**config.mk**
```make
export PLATFORM = sky130hd
export DESIGN_NAME = mux_bus_seq
export DESIGN_NICKNAME = d
export VERILOG_FILES = /design/src/rtl/mbs_pkg.sv /design/src/rtl/mbs_phase_ctl.sv /design/src/rtl/mbs_addr_stage.sv /design/src/rtl/mbs_bus_drive.sv /design/src/rtl/mux_bus_seq.sv
export SDC_FILE = /design/constraint.sdc
export NUM_CORES = 1
export LEC_CHECK = 0
export BUFFER_PORTS_ARGS = -buffer_cell sky130_fd_sc_hd__clkbuf_2
export CORE_ASPECT_RATIO = 0.5
export CORE_UTILIZATION = 49
export CTS_CLUSTER_DIAMETER = 60
export CTS_CLUSTER_SIZE = 16
export DETAILED_ROUTE_END_ITERATION = 16
export PLACE_DENSITY = 0.79
export SLEW_MARGIN = 5
export SYNTH_ARGS = -nofsm -noshare
export SYNTH_HDL_FRONTEND = slang
export SYNTH_SLANG_ARGS = --single-unit
```
**constraint.sdc**
```tcl
create_clock -name clk -period 2 [get_ports clk]
set_input_delay 0.4 -clock clk [delete_from_list [all_inputs] [get_ports clk]]
set_output_delay 0.4 -clock clk [all_outputs]
set_load 0.005 [all_outputs]
```
**src/rtl/mbs_pkg.sv**
```systemverilog
package mbs_pkg;
   localparam int KIND_W = 3;

   typedef enum logic [KIND_W-1:0] {
      K_FETCH = 3'd0,
      K_MRD   = 3'd1,
      K_MWR   = 3'd2,
      K_IORD  = 3'd3,
      K_IOWR  = 3'd4
   } bus_kind_e;

   typedef enum logic [2:0] {
      PH_IDLE = 3'd0,
      PH_T1   = 3'd1,
      PH_T2   = 3'd2,
      PH_TW   = 3'd3,
      PH_T3   = 3'd4,
      PH_T4   = 3'd5
   } bus_phase_e;

   typedef struct packed {
      logic is_io;
      logic is_wr;
      logic is_fetch;
   } kind_attr_t;

   function automatic logic kind_legal(input logic [KIND_W-1:0] k);
      return k <= K_IOWR;
   endfunction

   function automatic kind_attr_t kind_decode(input logic [KIND_W-1:0] k);
      kind_attr_t a;
      a.is_io    = (k == K_IORD) || (k == K_IOWR);
      a.is_wr    = (k == K_MWR)  || (k == K_IOWR);
      a.is_fetch = (k == K_FETCH);
      return a;
   endfunction
endpackage

```
**src/rtl/mbs_phase_ctl.sv**
```systemverilog
module mbs_phase_ctl
   import mbs_pkg::*;
#(
   parameter int DECODE_STATES = 1
) (
   input  logic       clk,
   input  logic       rst_n,
   input  logic       start,
   input  logic       is_fetch,
   input  logic       ready,
   output bus_phase_e phase,
   output logic       fin
);
   bus_phase_e phase_nx;
   logic       has_dec;
   logic       dec_last;

   generate
      if (DECODE_STATES == 0) begin : g_no_dec
         assign has_dec  = 1'b0;
         assign dec_last = 1'b1;
      end else begin : g_dec
         localparam int CW = (DECODE_STATES > 1) ? $clog2(DECODE_STATES) : 1;
         logic [CW-1:0] dcnt;
         always_ff @(posedge clk) begin
            if (!rst_n)              dcnt <= '0;
            else if (phase != PH_T4) dcnt <= '0;
            else                     dcnt <= dcnt + 1'b1;
         end
         assign has_dec  = 1'b1;
         assign dec_last = (dcnt == CW'(DECODE_STATES - 1));
      end
   endgenerate

   always_comb begin
      phase_nx = phase;
      unique case (phase)
         PH_IDLE: if (start) phase_nx = PH_T1;
         PH_T1:   phase_nx = PH_T2;
         PH_T2,
         PH_TW:   phase_nx = ready ? PH_T3 : PH_TW;
         PH_T3:   phase_nx = (is_fetch && has_dec) ? PH_T4 : PH_IDLE;
         PH_T4:   phase_nx = dec_last ? PH_IDLE : PH_T4;
         default: phase_nx = PH_IDLE;
      endcase
   end

   always_ff @(posedge clk) begin
      if (!rst_n) phase <= PH_IDLE;
      else        phase <= phase_nx;
   end

   assign fin = ((phase == PH_T3) && !(is_fetch && has_dec)) ||
                ((phase == PH_T4) && dec_last);

   assert_wait_after_low_ready_R6: assert property (@(posedge clk) disable iff (!rst_n)
      (phase == PH_TW) |-> (($past(phase) == PH_T2 || $past(phase) == PH_TW) && !$past(ready)));
   assert_t1_then_t2_R2: assert property (@(posedge clk) disable iff (!rst_n)
      (phase == PH_T1) |=> (phase == PH_T2));
   assert_decode_only_fetch_R7: assert property (@(posedge clk) disable iff (!rst_n)
      (phase == PH_T4) |-> is_fetch);
endmodule

```
**src/rtl/mbs_addr_stage.sv**
```systemverilog
module mbs_addr_stage
   import mbs_pkg::*;
#(
   parameter int DATA_W = 8,
   parameter int ADDR_W = 16
) (
   input  logic              clk,
   input  logic              rst_n,
   input  logic              start,
   input  logic [KIND_W-1:0] req_kind,
   input  logic [ADDR_W-1:0] req_addr,
   input  logic [DATA_W-1:0] req_wdata,
   input  bus_phase_e        phase,
   output kind_attr_t        attr,
   output logic [DATA_W-1:0] wdata_q,
   output logic [DATA_W-1:0] addr_lo,
   output logic [DATA_W-1:0] a_hi,
   output logic              ale,
   output logic              io_m,
   output logic              s1,
   output logic              s0
);
   localparam int HI_W = ADDR_W - DATA_W;

   logic [ADDR_W-1:0] addr_q;
   logic              busy;

   always_ff @(posedge clk) begin
      if (!rst_n) begin
         addr_q  <= '0;
         wdata_q <= '0;
         attr    <= '0;
      end else if (start) begin
         addr_q  <= req_addr;
         wdata_q <= req_wdata;
         attr    <= kind_decode(req_kind);
      end
   end

   assign busy    = (phase != PH_IDLE);
   assign addr_lo = addr_q[DATA_W-1:0];
   assign ale     = (phase == PH_T1);
   assign io_m    = busy && attr.is_io;
   assign s1      = busy && !attr.is_wr;
   assign s0      = busy && (attr.is_wr || attr.is_fetch);

   always_comb begin
      if (!busy)            a_hi = '0;
      else if (attr.is_io)  a_hi = addr_q[DATA_W-1:0];
      else                  a_hi = addr_q[ADDR_W-1:ADDR_W-HI_W];
   end

   assert_status_steady_R4: assert property (@(posedge clk) disable iff (!rst_n)
      (busy && $past(phase) != PH_IDLE) |-> ($stable(io_m) && $stable(s1) && $stable(s0) && $stable(a_hi)));
   assert_status_coded_R4: assert property (@(posedge clk) disable iff (!rst_n)
      busy |-> ({s1, s0} != 2'b00));
   assert_port_mirror_R3: assert property (@(posedge clk) disable iff (!rst_n)
      (ale && io_m) |-> (a_hi == addr_lo));
endmodule

```
**src/rtl/mbs_bus_drive.sv**
```systemverilog
module mbs_bus_drive
   import mbs_pkg::*;
#(
   parameter int DATA_W = 8
) (
   input  logic              clk,
   input  logic              rst_n,
   input  bus_phase_e        phase,
   input  logic              fin,
   input  logic              is_wr,
   input  logic [DATA_W-1:0] addr_lo,
   input  logic [DATA_W-1:0] wdata_q,
   input  logic [DATA_W-1:0] ad_in,
   output logic              rd_n,
   output logic              wr_n,
   output logic [DATA_W-1:0] ad_out,
   output logic              ad_oe,
   output logic [DATA_W-1:0] rdata,
   output logic              done
);
   logic strobe;

   assign strobe = (phase == PH_T2) || (phase == PH_TW) || (phase == PH_T3);
   assign rd_n   = !(strobe && !is_wr);
   assign wr_n   = !(strobe && is_wr);
   assign ad_oe  = (phase == PH_T1) || (strobe && is_wr);

   always_comb begin
      if (phase == PH_T1)       ad_out = addr_lo;
      else if (strobe && is_wr) ad_out = wdata_q;
      else                      ad_out = '0;
   end

   always_ff @(posedge clk) begin
      if (!rst_n) begin
         rdata <= '0;
         done  <= 1'b0;
      end else begin
         done <= fin;
         if ((phase == PH_T3) && !is_wr) rdata <= ad_in;
      end
   end

   assert_strobes_exclusive_R5: assert property (@(posedge clk) disable iff (!rst_n)
      !(!rd_n && !wr_n));
   assert_released_on_read_R5: assert property (@(posedge clk) disable iff (!rst_n)
      !rd_n |-> !ad_oe);
   assert_done_single_R8: assert property (@(posedge clk) disable iff (!rst_n)
      done |=> !done);
   assert_done_after_last_R8: assert property (@(posedge clk) disable iff (!rst_n)
      done |-> ($past(phase) == PH_T3 || $past(phase) == PH_T4));
endmodule

```
**src/rtl/mux_bus_seq.sv**
```systemverilog
module mux_bus_seq
   import mbs_pkg::*;
#(
   parameter int DATA_W        = 8,
   parameter int ADDR_W        = 16,
   parameter int DECODE_STATES = 1
) (
   input  logic              clk,
   input  logic              rst_n,
   input  logic              req_valid,
   input  logic [2:0]        req_kind,
   input  logic [ADDR_W-1:0] req_addr,
   input  logic [DATA_W-1:0] req_wdata,
   output logic              req_ready,
   output logic              rsp_done,
   output logic [DATA_W-1:0] rsp_rdata,
   output logic              ale,
   output logic              rd_n,
   output logic              wr_n,
   output logic              io_m,
   output logic              s1,
   output logic              s0,
   output logic [DATA_W-1:0] a_hi,
   output logic [DATA_W-1:0] ad_out,
   output logic              ad_oe,
   input  logic [DATA_W-1:0] ad_in,
   input  logic              ready
);
   generate
      if (ADDR_W != 2 * DATA_W) begin : g_bad_width
         $error("mux_bus_seq: ADDR_W must be twice DATA_W");
      end
      if (DECODE_STATES < 0 || DECODE_STATES > 15) begin : g_bad_decode
         $error("mux_bus_seq: DECODE_STATES out of range 0..15");
      end
   endgenerate

   bus_phase_e        phase;
   kind_attr_t        attr;
   logic              start;
   logic              fin;
   logic [DATA_W-1:0] wdata_q;
   logic [DATA_W-1:0] addr_lo;

   assign req_ready = (phase == PH_IDLE);
   assign start     = req_valid && req_ready && kind_legal(req_kind);

   mbs_phase_ctl #(.DECODE_STATES(DECODE_STATES)) u_phase (
      .clk      (clk),
      .rst_n    (rst_n),
      .start    (start),
      .is_fetch (attr.is_fetch),
      .ready    (ready),
      .phase    (phase),
      .fin      (fin)
   );

   mbs_addr_stage #(.DATA_W(DATA_W), .ADDR_W(ADDR_W)) u_addr (
      .clk       (clk),
      .rst_n     (rst_n),
      .start     (start),
      .req_kind  (req_kind),
      .req_addr  (req_addr),
      .req_wdata (req_wdata),
      .phase     (phase),
      .attr      (attr),
      .wdata_q   (wdata_q),
      .addr_lo   (addr_lo),
      .a_hi      (a_hi),
      .ale       (ale),
      .io_m      (io_m),
      .s1        (s1),
      .s0        (s0)
   );

   mbs_bus_drive #(.DATA_W(DATA_W)) u_drive (
      .clk     (clk),
      .rst_n   (rst_n),
      .phase   (phase),
      .fin     (fin),
      .is_wr   (attr.is_wr),
      .addr_lo (addr_lo),
      .wdata_q (wdata_q),
      .ad_in   (ad_in),
      .rd_n    (rd_n),
      .wr_n    (wr_n),
      .ad_out  (ad_out),
      .ad_oe   (ad_oe),
      .rdata   (rsp_rdata),
      .done    (rsp_done)
   );

   assert_ale_from_accept_R9: assert property (@(posedge clk) disable iff (!rst_n)
      ale |-> $past(req_valid && req_ready));
   assert_ale_one_cycle_R2: assert property (@(posedge clk) disable iff (!rst_n)
      ale |=> !ale);
   assert_bad_kind_dropped_R10: assert property (@(posedge clk) disable iff (!rst_n)
      (req_ready && req_valid && (req_kind > 3'd4)) |=> (!ale && req_ready));
endmodule

```
==> results of run 1 <==
-- worst max-delay path by stage --
stage | from | endpoint
floorplan | u_phase.phase[2] | ad_out[0]
global placement | u_phase.phase[1] | ad_out[0]
detailed placement | u_phase.phase[1] | ad_out[7]
CTS | u_phase.phase[1] | ad_out[7]
global route | u_phase.phase[1] | ad_out[4]
finish | u_phase.phase[1] | ad_out[7]
-- timing repair --
item | 4_1_cts | 5_1_grt
hold buffers | 0 | 0
setup endpoints to repair | 10 | 9
cloned | 1 | 0
pin swaps | 5 | 4
setup buffers | 2 | 0
resized for setup | 2 | 3
-- final cells by class --
cell class,count,area [um^2],area share (%)
multi-input combinational,163,1030,41.9
clock inverter,2,35.0,1.42
inverter,5,18.8,0.763
clock buffer,6,72.6,2.95
tap,51,63.8,2.59
sequential,40,805,32.7
timing repair buffer,80,435,17.7
-- cells in the mapped netlist, types with 2 or more instances --
library cell  instances  area [um^2]
a22o_1                8         70.1
buf_12                2         40.0
buf_6                 3         33.8
nor2b_1               2         12.5
mux2i_1              34          340
nor4b_1               3         26.3
dfxtp_1              40          801
clkbuf_1              9         33.8
nand2_1              72          270
a21oi_1               9         45.0
nor2_1               10         37.5
inv_1                 5         18.8
-- state kept, by name (all words and copies together), names as in the netlist --
register and flops:
u_addr.addr_q 16, u_addr.attr 3, u_phase.phase 3, u_drive.rdata 8, u_phase.g_dec.dcnt 1, u_drive.done 1
u_addr.wdata_q 8
-- per-stage QoR --
step,instance area (um^2),utilization (%)
6_report,2460,67.9
2_1_floorplan,1950,-
3_3_place_gp,2320,64.0
4_1_cts,2450,67.7
5_1_grt,2460,67.9
3_5_place_dp,2320,64.0
-- worst reg2reg max path, delay by kind of cell (launching register included) --
family | cells | cell delay, ns
simple gates | 2 | 0.76
flops | 1 | 0.36
buf+inv | 2 | 0.27
compound gates | 1 | 0.07
-- cells by family after synthesis --
| kind of cell | Yosys count | share of synthesized area (%) |
|---|---|---|
| compound gates | 27 | 10.3 |
| flops | 40 | 41.0 |
| buf+inv | 21 | 7.11 |
| simple gates | 100 | 23.8 |
| xor+xnor | 1 | 0.448 |
| mux | 34 | 17.4 |
-- where the power goes --
group | total, mW | switching, mW | internal, mW
logic | 0.510 | 0.267 | 0.243
clock network | 0.664 | 0.294 | 0.371
registers | 0.920 | 0.0557 | 0.864
-- routing by layer --
metal	share of wire (%)	routed length, um	vias up
li1	-	-	893
met1	45	2060	847
met2	49	2250	43
met3	4.0	181	7
met4	1.6	73	0
met5	0	0	-
==> results_dict.tcl, run 1 <==
set metrics [dict create \
    status "completed" \
    syn-instance-count 223 \
    power.density_nw_per_um2 851 \
    hold_ws_ns 0.313 \
    hold_path_end "u_drive.rdata[3]" \
    drt_iter0_drc 54 \
    start_kind "flop" \
    clk_latency_ns 0.30 \
    crit_slowest_cell "or3b_4" \
    dieWidth_um 91.3 \
    worst-path-buf-inv 1 \
    worstPathCellList "or3b_4 > a21oi_4 > a22o_1 > clkbuf_2" \
    num_rows 15 \
    stdcell_count 347 \
    nets 334 \
    slew_headroom_pct 50.3 \
    place_congestion 0.766 \
    cts_made_buffers 5 \
    dpl.cell_count 336 \
    drv_slew 0 \
    ys.flop_type "dfxtp_1" \
    die_area_um2 4260 \
    viasPerCell 5.16 \
    vdd_drop_max_mv 0.405 \
    r2r_start "u_phase.phase[1]" \
    cp.depth 4 \
    max_cap_violations 0 \
    crit_required_ns 1.60 \
    synth_edf_count 0 \
    grt.busiest_layer "met2" \
    min_path_type "primary input to flop" \
    hold_viol 0 \
    port_buffers 71 \
    ys_seq_elements 40 \
    synth_nets 262 \
    syn2layout_area_growth_pct 25.9 \
    coreArea_um2 3620 \
    io_pins 72 \
    final_common_cell "nand2_1" \
    h-tree-depth 2 \
    antenna_cells 0 \
    first_pass_iters 4 \
    ys_seq_area_share_pct 41.0 \
    cts-root-buf "clkbuf_8" \
    path_delay_family "simple AND/OR/NAND/NOR gates" \
    rsz0062_at_grt "yes" \
    gr-total-overflow 0 \
    grt_use_met3_pct 4.62 \
    crit_fanout 5 \
    worstMarginPinSlew_ns 0.743 \
    leakagePower_nw 1.07 \
    clockBufferDepth 2 \
    antenna_found_initial 0 \
    cts_tree "built" \
    vias 1790 \
    first_global_vias 1499 \
    grt_util_all_layers_pct 21.5 \
    antenna_left 0 \
    clock-sinks 40 \
    worstReg2RegEnd "u_drive.rdata[2]" \
    r2r_slack_ns 0.41 \
    clock_skew_ns 0.00687 \
    ys_warn_count 0 \
    setup_viol 0 \
    synthDistinctLibCells 38 \
    netlist_area_um2 1950 \
    worst_setup_path_end_kind "output pin" \
    use_met1_pct 26.0 \
    grt_max_degree 52 \
    fillers 323 \
    setup_tns_ns 0 \
    slowest_delay_ns 0.42 \
    postSynth.asyncResetShare_pct 0 \
    wirelength_um 4570 \
    die_h_um 46.7 \
    arrival_ns 1.57 \
    post-route-period-util_pct 98.5 \
    min_path_cells 3 \
    final_cell_mix "nand2_1, clkbuf_2, dfxtp_1" \
    cts.reportedPaths.clkPinSlew_ns 0.08 \
    layout_setup_ws_ns 0.0309 \
    use_met2_pct 38.6 \
    fmax_ghz 0.508 \
    total_power_mw 2.09 \
    crit_type "flop to output pin" \
    drc 0 \
    reg2regPathDepth 5 \
    syn_area_per_cell_um2 8.76 \
    fin_crit_ns 1.97 \
    preCtsSetupSlack_ns 0.174 \
    drive_gt1_share_pct 32.4 \
    grt_pass1_wl_um 6830 \
    hpwl_um 3100 \
    hp-start "ad_in[3]" \
    routedWlPerCell_um 13.2 \
    start_util_pct 54.0 \
]
(Power assumes the default switching activity.)
==> inputs of run 2 (changes only) <==
--- a/config.mk
+++ b/config.mk
@@ -7,11 +7,11 @@
 export LEC_CHECK = 0
 export BUFFER_PORTS_ARGS = -buffer_cell sky130_fd_sc_hd__clkbuf_2
 export CORE_ASPECT_RATIO = 0.5
-export CORE_UTILIZATION = 49
+export CORE_UTILIZATION = 40
 export CTS_CLUSTER_DIAMETER = 60
 export CTS_CLUSTER_SIZE = 16
 export DETAILED_ROUTE_END_ITERATION = 16
-export PLACE_DENSITY = 0.79
+export PLACE_DENSITY = 0.7
 export SLEW_MARGIN = 5
 export SYNTH_ARGS = -nofsm -noshare
 export SYNTH_HDL_FRONTEND = slang
==> constraint.sdc (replaced) <==
create_clock -name clk -period 1.6 [get_ports clk]
set_input_delay 0.32 -clock clk [delete_from_list [all_inputs] [get_ports clk]]
set_output_delay 0.32 -clock clk [all_outputs]
set_load 0.005 [all_outputs]
==> results_dict.tcl, run 2 (same netlist as run 1, synthesis figures left out) <==
set metrics [dict create \
    fmax_ghz 0.540 \
    drive_gt1_share_pct 37.6 \
    final_cell_mix "nand2_1, clkbuf_2, dfxtp_1" \
    arrival_ns 1.53 \
    cts_made_buffers 5 \
    clockBufferDepth 2 \
    cts-root-buf "clkbuf_8" \
    violations "negative setup slack" \
    fin_crit_ns 1.85 \
    dpl-instance-area_um2 2390 \
    top_register "u_addr.addr_q" \
    io_pins 72 \
    max_cap_violations 0 \
    pwr-share-clk_pct 26.2 \
    cts_tree "built" \
    status "finished, violations left" \
    stdcell_count 372 \
    vdd_drop_max_mv 0.445 \
    crit_required_ns 1.28 \
    antenna_left 0 \
    final_area_um2 2640 \
    drv_slew 0 \
    slew_headroom_pct 78.3 \
    viasPerCell 4.84 \
    coreArea_um2 4550 \
    clock_skew_ns 0.00471 \
    clock-sinks 40 \
    min_path_cells 3 \
    final_common_cell "nand2_1" \
    largest_register_ffs 16 \
    routedWlPerCell_um 13.0 \
    cts.reportedPaths.clkPinSlew_ns 0.07 \
    die_area_um2 5190 \
    grt_max_degree 52 \
    min_path_type "primary input to flop" \
    drt_iter0_drc 57 \
    pwr-share-seq_pct 42.5 \
    dpl.cell_count 356 \
    setup_viol 24 \
    dieWidth_um 101 \
    port_buffers 71 \
    hold_viol 0 \
    rsz0062_at_grt "yes" \
    setup_tns_ns -3.83 \
    power_switching_uw 824 \
    start_util_pct 42.9 \
    first_pass_iters 4 \
    h-tree-depth 2 \
    post-route-period-util_pct 116 \
    place_congestion 0.821 \
    wirelength_um 4850 \
    drc 0 \
    first_global_vias 1754 \
    start_kind "flop" \
    grt_pass1_wl_um 7780 \
    hold_ws_ns 0.243 \
    hpwl_um 3250 \
    crit_fanout 5 \
    top_regs "u_addr.addr_q x16, u_addr.wdata_q x8, u_drive.rdata x8" \
    power.density_nw_per_um2 1010 \
    gr-total-overflow 0 \
    worstMarginPinSlew_ns 0.322 \
    sw_frac_of_total_pct 30.9 \
    worst_setup_path_end_kind "output pin" \
    grt_util_all_layers_pct 19.8 \
    internal-power_mw 1.85 \
    num_rows 17 \
    crit_type "flop to output pin" \
    leakagePower_nw 1.12 \
    utilization_pct 58.0 \
    syn2layout_area_growth_pct 35.1 \
    nets 344 \
    comb_power_share_pct 31.3 \
    layout_setup_ws_ns -0.253 \
    vias 1799 \
    clk_latency_ns 0.29 \
    die_h_um 51.4 \
    antenna_found_initial 0 \
    reg2regPathDepth 5 \
    antenna_cells 0 \
]
## run 2: cell count changes in the layout (fill, tap and decap cells not counted), moves of 2 or more
cell / change
buf_4: +6
buf_6: +4
clkbuf_2: -2
dfxtp_1: -2
dfxtp_2: +3
nor2_1: -5
nor2_4: +4
## run 2: repair_timing
item | in CTS | in global routing
cloned | 3 | 1
pin swaps | 17 | 6
resized for setup | 23 | 5
hold endpoints to repair | 0 | 0
hold buffers | 0 | 0
endpoints found under the setup margin | 24 | 56
buffers inserted | 6 | 0
## run 2: power groups by stage
stage / Combinational [mW] / Sequential, mW / Clock, mW
after floorplan: 0.451 / 1.14 / 0
after global placement: 0.638 / 1.15 / 0
after detailed placement: 0.651 / 1.15 / 0
after CTS: 0.806 / 1.13 / 0.716
after global routing: 0.904 / 1.14 / 0.766
final: 0.836 / 1.14 / 0.700
## run 2: worst paths after layout
check | start | slack [ns] | endpoint
min | ad_in[6] | 0.24 | u_drive.rdata[6]
min reg2reg | u_drive.rdata[6] | 0.46 | u_drive.rdata[6]
max | u_phase.phase[2] | -0.25 | ad_out[2]
max reg2reg | u_phase.phase[0] | 0.01 | u_drive.rdata[1]
## run 2: through the flow
stage,power [mW],worst slack [ns]
2_1_floorplan,1.59,0.00467
3_3_place_gp,1.79,0.00381
3_5_place_dp,1.80,-0.0669
4_1_cts,2.65,-0.279
5_1_grt,2.81,-0.317
6_report,2.67,-0.253
## run 2: cell type report
type,instances,area [um^2]
clock buffer,7,86.3
clock inverter,1,7.51
fill,406,1910
inverter,5,18.8
multi-input combinational,163,1080
sequential,40,805
tap,66,82.6
timing repair buffer,90,561
## run 2: metal layers
layer | vias up | part of all wire [%] | GRT usage [%]
met5 | - | 0 | 0
met4 | 0 | 1.3 | 7.25
met3 | 9 | 4.7 | 5.06
met2 | 47 | 48 | 34.6
met1 | 824 | 46 | 23.9
li1 | 919 | - | -
## run 2: worst max-delay path, cell delays in order, from the launching register on
cell,delay [ns]
dfxtp_2,0.34
or3b_4,0.42
a21oi_4,0.21
a22o_1,0.16
clkbuf_2,0.11
==> inputs of run 3 (changes only) <==
--- a/config.mk
+++ b/config.mk
@@ -5,13 +5,14 @@
 export SDC_FILE = /design/constraint.sdc
 export NUM_CORES = 1
 export LEC_CHECK = 0
-export BUFFER_PORTS_ARGS = -buffer_cell sky130_fd_sc_hd__clkbuf_2
+export BUFFER_PORTS_ARGS = -buffer_cell sky130_fd_sc_hd__buf_2
 export CORE_ASPECT_RATIO = 0.5
 export CORE_UTILIZATION = 40
 export CTS_CLUSTER_DIAMETER = 60
 export CTS_CLUSTER_SIZE = 16
 export DETAILED_ROUTE_END_ITERATION = 16
 export PLACE_DENSITY = 0.7
+export SETUP_SLACK_MARGIN = 0.3
 export SLEW_MARGIN = 5
 export SYNTH_ARGS = -nofsm -noshare
 export SYNTH_HDL_FRONTEND = slang
==> results_dict.tcl, run 3 (same netlist as run 1, synthesis figures left out) <==
set metrics [dict create \
    crit_start "u_phase.phase[2]" \
    reg2regPathDepth 8 \
    status "finished, violations left" \
    die_h_um 51.4 \
    viasPerCell 4.89 \
    routedWlPerCell_um 13.6 \
    final_common_cell "buf_2" \
    setup_viol 50 \
    crit_type "flop to output pin" \
    seq_area_um2 807 \
    utilization_pct 63.7 \
    final_area_um2 2900 \
    cts-root-buf "clkbuf_8" \
    nets 355 \
    first_global_vias 1799 \
    antenna_cells 0 \
    dieWidth_um 101 \
    num_rows 17 \
    grt_util_all_layers_pct 20.7 \
    post-route-period-util_pct 119 \
    vdd_drop_max_mv 0.378 \
    worst_setup_path_end_kind "output pin" \
    crit_required_ns 1.28 \
    first_pass_iters 4 \
    hold_ws_ns 0.265 \
    slew_headroom_pct 70.7 \
    preCtsSetupSlack_ns -0.0695 \
    syn2layout_area_growth_pct 48.3 \
    clock_skew_ns 0.00618 \
    violations "negative setup slack" \
    gr-total-overflow 0 \
    vias 1873 \
    clock-sinks 40 \
    clk_latency_ns 0.29 \
    drc 0 \
    crit_end "ad_out[4]" \
    clockBufferDepth 2 \
    drv_slew 0 \
    port_buffers 71 \
    grt_max_degree 52 \
    worstReg2RegEnd "u_addr.wdata_q[1]" \
    final_cell_mix "buf_2, nand2_1, dfxtp_1" \
    top_regs "u_addr.addr_q x16, u_addr.wdata_q x8, u_drive.rdata x8" \
    h-tree-depth 2 \
    antenna_found_initial 0 \
    antenna_left 0 \
    fillers 379 \
    leakagePower_nw 1.24 \
    cts.reportedPaths.clkPinSlew_ns 0.08 \
    multi_input_area_um2 1160 \
    r2r_slack_ns -0.23 \
    power.density_nw_per_um2 980 \
    cts_tree "built" \
    r2r_start "u_phase.phase[2]" \
    place_congestion 0.766 \
    min_path_type "primary input to flop" \
    coreArea_um2 4550 \
    drive_gt1_share_pct 47.0 \
    wirelength_um 5210 \
    grt_pass1_wl_um 8100 \
    fmax_ghz 0.524 \
    io_pins 72 \
    crit_fanout 5 \
    setup_tns_ns -9.31 \
    max_cap_violations 0 \
    hpwl_um 3270 \
    top_register "u_addr.addr_q" \
    dpl.cell_count 358 \
    dpl-instance-area_um2 2420 \
    drt_iter0_drc 71 \
    fin_crit_ns 1.91 \
    die_area_um2 5190 \
    layout_setup_ws_ns -0.308 \
    arrival_ns 1.59 \
    start_util_pct 42.9 \
    cts_made_buffers 5 \
    rsz0062_at_grt "yes" \
    largest_register_ffs 16 \
    total_power_mw 2.84 \
    hold_viol 0 \
    start_kind "flop" \
    stdcell_count 383 \
    worstMarginPinSlew_ns 0.434 \
]
## run 3: cell type report
type | count | area share, %
well taps | 66 | 2.85
clock buffers | 8 | 3.11
flip-flops and latches | 40 | 27.8
multi-input cells | 162 | 40.0
repair buffers | 102 | 25.6
inverters | 5 | 0.647
## run 3: power by group
| part | leakage [nW] | switching (mW) | internal, mW |
|---|---|---|---|
| logic | 0.872 | 0.461 | 0.549 |
| registers | 0.327 | 0.0635 | 1.08 |
| clock network | 0.0455 | 0.337 | 0.352 |
## run 3: how the worst min path moves through the flow
| stage | end | cells after the start | from | slack [ns] |
|---|---|---|---|---|
| floorplan | u_phase.g_dec.dcnt | 1 | u_phase.g_dec.dcnt | 0.42 |
| global placement | u_phase.g_dec.dcnt | 1 | u_phase.g_dec.dcnt | 0.44 |
| detailed placement | u_phase.g_dec.dcnt | 1 | u_phase.g_dec.dcnt | 0.44 |
| CTS | u_drive.rdata[0] | 3 | ad_in[0] | 0.26 |
| global route | u_addr.addr_q[14] | 3 | req_addr[14] | 0.26 |
| finish | u_drive.rdata[2] | 3 | ad_in[2] | 0.27 |
## run 3: worst max-delay path: stages (launching register included)
cell and delay [ns]:
dfxtp_4 0.37, or3b_4 0.40, a21oi_4 0.16, buf_6 0.13
a22o_1 0.13, buf_2 0.11
## run 3: what timing repair did
item | in CTS | in global routing
setup buffers | 7 | 6
endpoints found under the hold margin | 0 | 0
pin swaps | 26 | 11
resized for setup | 41 | 19
hold buffers | 0 | 0
cloned | 3 | 1
endpoints found under the setup margin | 61 | 62
## run 3: per-layer routing
metal	GRT usage, %	routed length (um)
met1	24.4	2360
met5	0	0
met3	4.79	199
met2	37.7	2600
met4	6.76	53
